`src/rtl/dsa_pkg.sv`:
```
package dsa_pkg;

   // Baseline lane dependence per source, bit k = outgoing lane k.
   // Source order: 0 primary CPU queue, 1 bypass queue,
   // 2..5 network input lanes 0..3, 6 software queue.
   function automatic logic [31:0] base_lanes(input int unsigned src);
      case (src)
         0:       base_lanes = 32'b0101;
         1:       base_lanes = 32'b0011;
         2:       base_lanes = 32'b0110;
         4:       base_lanes = 32'b0010;
         6:       base_lanes = 32'b0100;
         default: base_lanes = 32'b0000;
      endcase
   endfunction

   function automatic int unsigned idx_bits(input int unsigned n);
      idx_bits = (n > 1) ? $clog2(n) : 1;
   endfunction

endpackage

```
`src/rtl/lane_room_check.sv`:
```
module lane_room_check #(
   parameter int unsigned N_LANE = 4,
   parameter int unsigned DEPTH  = 16,
   parameter int unsigned CW     = $clog2(DEPTH + 1)
) (
   input  logic [N_LANE*CW-1:0] occ_flat,
   input  logic [CW-1:0]        thr,
   output logic [N_LANE-1:0]    lane_ok
);
   localparam logic [CW-1:0] DEPTH_W = CW'(DEPTH);

   for (genvar k = 0; k < N_LANE; k++) begin : g_lane
      logic [CW-1:0] occ;
      logic [CW-1:0] room;
      assign occ        = occ_flat[k*CW +: CW];
      assign room       = (occ > DEPTH_W) ? '0 : DEPTH_W - occ;
      assign lane_ok[k] = (room >= thr);
   end
endmodule

```
`src/rtl/rr_pick.sv`:
```
module rr_pick #(
   parameter int unsigned N  = 7,
   parameter int unsigned IW = dsa_pkg::idx_bits(N)
) (
   input  logic          clk,
   input  logic          rst_n,
   input  logic [N-1:0]  req,
   output logic          gnt_vld,
   output logic [IW-1:0] gnt_idx
);
   localparam bool_pow2 = ((1 << IW) == N);

   logic [IW-1:0] start_q;
   logic [IW-1:0] win;
   logic          hit;

   // Wrap helper: pow2 sizes wrap for free, others subtract N.
   function automatic logic [IW-1:0] wrap_add(input logic [IW-1:0] a,
                                              input logic [IW-1:0] b);
      logic [IW:0] s;
      s = {1'b0, a} + {1'b0, b};
      if (bool_pow2)
         wrap_add = s[IW-1:0];
      else begin
         if (s >= (IW+1)'(N)) s = s - (IW+1)'(N);
         wrap_add = s[IW-1:0];
      end
   endfunction

   always_comb begin
      hit = 1'b0;
      win = start_q;
      for (int o = 0; o < N; o++) begin
         logic [IW-1:0] cand;
         cand = wrap_add(start_q, IW'(o));
         if (!hit && req[cand]) begin
            hit = 1'b1;
            win = cand;
         end
      end
   end

   always_ff @(posedge clk or negedge rst_n) begin
      if (!rst_n) begin
         start_q <= '0;
         gnt_vld <= 1'b0;
         gnt_idx <= '0;
      end else begin
         gnt_vld <= hit;
         gnt_idx <= win;
         if (hit) start_q <= wrap_add(win, IW'(1));
      end
   end


   pick_from_request_chk: assert property (@(posedge clk) disable iff (!rst_n)
      gnt_vld |-> (((($past(req)) >> gnt_idx) & N'(1)) != '0));

   idle_without_request_chk: assert property (@(posedge clk) disable iff (!rst_n)
      !(|req) |=> !gnt_vld);

   grant_on_request_chk: assert property (@(posedge clk) disable iff (!rst_n)
      (|req) |=> gnt_vld);
endmodule

```
`src/rtl/dispatch_arbiter.sv`:
```
module dispatch_arbiter #(
   parameter int unsigned N_SRC   = 7,
   parameter int unsigned N_LANE  = 4,
   parameter int unsigned DEPTH   = 16,
   parameter int unsigned THR_RST = 2,
   parameter int unsigned STALL_W = 16,
   parameter int unsigned CW      = $clog2(DEPTH + 1),
   parameter int unsigned IW      = dsa_pkg::idx_bits(N_SRC)
) (
   input  logic                 clk,
   input  logic                 rst_n,
   input  logic [N_SRC-1:0]     src_valid,
   input  logic [N_LANE*CW-1:0] lane_occ,
   input  logic                 cfg_thr_we,
   input  logic [CW-1:0]        cfg_thr_data,
   input  logic                 cfg_mask_we,
   input  logic [IW-1:0]        cfg_mask_sel,
   input  logic [N_LANE-1:0]    cfg_mask_data,
   output logic                 grant_valid,
   output logic [IW-1:0]        grant_idx,
   output logic [STALL_W-1:0]   stall_count
);
   localparam logic [STALL_W-1:0] STALL_MAX = '1;

   if (N_SRC < 2) begin : g_bad_src
      $error("dispatch_arbiter: N_SRC must be at least 2");
   end
   if (THR_RST > DEPTH) begin : g_bad_thr
      $error("dispatch_arbiter: THR_RST exceeds DEPTH");
   end
   if (STALL_W < 1) begin : g_bad_stall
      $error("dispatch_arbiter: STALL_W must be positive");
   end

   logic [CW-1:0]     thr_q;
   logic [N_LANE-1:0] mask_q [N_SRC];
   logic [N_LANE-1:0] lane_ok;
   logic [N_SRC-1:0]  elig;

   always_ff @(posedge clk or negedge rst_n) begin
      if (!rst_n) begin
         thr_q <= CW'(THR_RST);
         for (int s = 0; s < N_SRC; s++)
            mask_q[s] <= N_LANE'(dsa_pkg::base_lanes(s));
      end else begin
         if (cfg_thr_we) thr_q <= cfg_thr_data;
         if (cfg_mask_we && (int'(cfg_mask_sel) < N_SRC))
            mask_q[cfg_mask_sel] <= cfg_mask_data;
      end
   end

   lane_room_check #(.N_LANE(N_LANE), .DEPTH(DEPTH), .CW(CW)) u_room (
      .occ_flat (lane_occ),
      .thr      (thr_q),
      .lane_ok  (lane_ok)
   );

   for (genvar s = 0; s < N_SRC; s++) begin : g_src
      assign elig[s] = src_valid[s] & (&(lane_ok | ~mask_q[s]));
   end

   rr_pick #(.N(N_SRC), .IW(IW)) u_pick (
      .clk     (clk),
      .rst_n   (rst_n),
      .req     (elig),
      .gnt_vld (grant_valid),
      .gnt_idx (grant_idx)
   );

   always_ff @(posedge clk or negedge rst_n) begin
      if (!rst_n)
         stall_count <= '0;
      else if ((|src_valid) && !(|elig) && (stall_count != STALL_MAX))
         stall_count <= stall_count + 1'b1;
   end


   grant_had_head_chk: assert property (@(posedge clk) disable iff (!rst_n)
      grant_valid |-> (((($past(src_valid)) >> grant_idx) & N_SRC'(1)) != '0));

   stall_step_chk: assert property (@(posedge clk) disable iff (!rst_n)
      ((|src_valid) && !(|elig) && (stall_count != STALL_MAX))
      |=> (stall_count == $past(stall_count) + 1'b1));

   stall_hold_chk: assert property (@(posedge clk) disable iff (!rst_n)
      (!(|src_valid) || (|elig)) |=> $stable(stall_count));
endmodule

```
`config.mk`:
```
export PLATFORM = sky130hd
export DESIGN_NAME = dispatch_arbiter
export DESIGN_NICKNAME = d
export VERILOG_FILES = /design/src/rtl/dsa_pkg.sv /design/src/rtl/lane_room_check.sv /design/src/rtl/rr_pick.sv /design/src/rtl/dispatch_arbiter.sv
export SDC_FILE = /design/constraint.sdc
export NUM_CORES = 1
export LEC_CHECK = 0
export ABC_AREA = 1
export BUFFER_PORTS_ARGS = -buffer_cell sky130_fd_sc_hd__buf_2
export CAP_MARGIN = 10
export CORE_MARGIN = 2
export CORE_UTILIZATION = 45
export DETAILED_ROUTE_END_ITERATION = 7
export GPL_ROUTABILITY_DRIVEN = 1
export HOLD_SLACK_MARGIN = 0.15
export MAX_ROUTING_LAYER = met4
export PLACE_DENSITY = 0.68
export SYNTH_ARGS = -nofsm -noshare
export SYNTH_HDL_FRONTEND = slang
export SYNTH_SLANG_ARGS = --single-unit
```
`constraint.sdc`:
```
create_clock -name clk -period 11.25 [get_ports clk]
set_clock_uncertainty 0.1 [all_clocks]
set_input_delay 0.5625 -clock clk [delete_from_list [all_inputs] [get_ports clk]]
set_output_delay 0.5625 -clock clk [all_outputs]
set_load 0.05 [all_outputs]
```
==> flow_summary.toml <==
[sta]
hold_viol_final = 0
layout_setup_ws_ns = 6.777
slew_headroom_pct = 52.27
setup_viol = 0
fin_crit_ns = 4.473
setup_tns_ns = 0
slew_viol_final = 0
rsz0062_at_grt = "false"
max_freq_ghz = 0.2236
finalCritPeriodShare_pct = 39.76
tightestPinTransition_ns = 0.7159

[floorplanning]
ios = 63
fp.dieH_um = 107.7
core_area_mm2 = 0.01037
fp.dieW_um = 107.7
rows = 37
initial_core_util_pct = 46.69
die_area_mm2 = 0.01161

[detailed_routing]
remaining_drc_errors = 0
drtIter0Drc = 314
wl_um = 12380
drtAntennaViolNets = 0
firstDrtPassIters = 5
num_vias = 4644
vias_per_cell = 5.126
drt-wirelength-per-cell_um = 13.67

[clocking]
cts_sinks = 56
clk_pin_slew_ns = 0.11
cts_tree = "built"
numCtsBuffers = 5
cts_hold_buffers = 0
cts_max_path_buffers = 2
post_cts_buffers = 0
htree_num_levels = 2
clkLatencyLatePin_ns = 0.33
cts_resized = 0
clockRootBuffer = "clkbuf_8"

[setup_path]
cp.required_ns = 11.36
crit_slowest_cell = "dfrtp_1"
start_kind = "register"
cp.arrival_ns = 4.58
worstSetupPathType = "register to register"
critPathMaxStageDelay_ns = 0.82
r2r_start = "u_pick.start_q[0]"
crit_start = "u_pick.start_q[0]"
path_max_fanout = 14
cpMostUsedCell = "nand2_1"
endpoint_kind = "register"

[synthesis]
yosys-top-cells-count = "nand2_1, inv_1, o21ai_0"
seq_area_frac_synth_pct = 29.17
synth_edf_count = 0
ys_seq_elements = 56
syn_avg_cell_area_um2 = 6.907
yosysMostFrequentCell = "nand2_1"
synth_largest_area_cell = "dfrtp_1"
synthCells = 701
async_flop_share_pct = 100.0
synthTopCellsByArea = "dfrtp_1, nand2_1, ha_1"
yosysUniqueCellTypes = 41
syn-num-nets = 784
synth.top_cell.area_share_pct = 24.29
syn_area_mm2 = 0.004842
ys.flop_type = "dfrtp_1"
ys_warn_count = 0

[global_routing]
busiest_layer = "met2"
grt_overflow = 0
grt.met1_usage_pct = 30.81
grtUsageMet3_pct = 2.179
grt_pass1_wl_um = 21500
use_met2_pct = 39.40
grt_antenna_before_repair = 0
grt_pass1_vias = 4613
grt_usage_pct = 23.60
grt_start_max_net_pins = 57

[run_status]
status = "complete, no violations"

[placement]
place_ws_ns = 6.532
dp_cells = 898
globalplace.congestion = 0.9939
dp_hpwl_um = 9957
port_buffers = 62

[finish]
final_layout_size_suffix_gt1_share_pct = 17.14
syn2layout_area_growth_pct = 11.89
nNetsFinal = 852
stdcell_count = 906
n_antenna_cell = 0
final_util_pct = 52.24

[flow_run]
cap_violations = 0

[hold_path]
hp-class = "input pin to async pin"
==> critical path, delay by kind of cell (launching register included) <==
kind            cells  cell delay [ns]
buf+inv             7             0.81
compound gates      4             0.62
fa+ha+maj           2             0.72
flops               1             0.82
simple gates       15             1.27
==> cell usage in the layout, fill, tap and decap left out, types with 2 or more instances in the layout <==
master	count
dfstp_2	9
clkinv_1	2
inv_2	9
xor2_2	4
and3_1	3
nand2_1	212
a21boi_0	4
nand3_2	4
nand2_2	10
clkbuf_8	5
nor3_1	6
o21ai_0	61
nand4_1	19
a21oi_2	2
ha_1	39
o21ai_1	8
nor2_2	6
dfrtp_1	47
nor2_1	45
xor2_1	10
a21oi_4	4
mux2_2	2
nand3_1	52
o21ai_2	4
nor4_1	2
buf_2	62
a21oi_1	19
xnor2_1	8
inv_1	96
==> cell type report <==
type	instances	area [µm²]
inverter	107	401.6
tap	136	170.2
clock buffer	5	68.82
multi-input combinational	536	3013
timing repair buffer	63	317.8
fill	1062	4952
sequential	56	1413
clock inverter	3	33.78
==> path summary, 6_finish.rpt <==
kind | endpoint | slack [ns] | depth (start not counted)
min in group clk | thr_q[3] | 0.33 | 3
max in group asynchronous | stall_count[5] | 10.36 | 2
worst max register to register | u_pick.start_q[2] | 6.78 | 28
worst min register to register | mask_q[26] | 0.40 | 2
worst min-delay path | mask_q[10] | 0.24 | 2
worst max-delay path | u_pick.start_q[2] | 6.78 | 28
==> stage by stage <==
stage	hold slack [ns]	area [µm²]
after floorplan	0.1669	4842
after global placement	0.3689	5315
after detailed placement	0.3745	5315
after CTS	0.2702	5418
after global routing	0.2890	5418
final	0.2437	5418
==> routing by layer <==
metal  up-vias  share of wire (%)  wire [µm]
li1       2402                  -          -
met4         0                1.9        235
met2       106                 46       5731
met1      2120                 48       5912
met3        16                4.1        504
met5         -                  0          0
==> sequential cells by signal, indices dropped and copies added, names as in the netlist <==
| register | flops |
|---|---|
| thr_q | 5 |
| u_pick.gnt_vld | 1 |
| stall_count | 16 |
| mask_q | 28 |
| u_pick.gnt_idx | 3 |
| u_pick.start_q | 3 |
==> logic make-up after synthesis <==
kind of cell	Yosys count	synth area share (%)
AOI/OAI and AO/OA	105	12.76
xor gates and xnor gates	22	4.599
adders and majority gates	40	10.49
buffers and inverters	109	8.605
DFF	56	29.17
muxes	2	0.4651
and+or+nand+nor	367	33.90
Power is not shown: default switching activity piles up to over one toggle a cycle in this logic, so the estimate is an artifact.
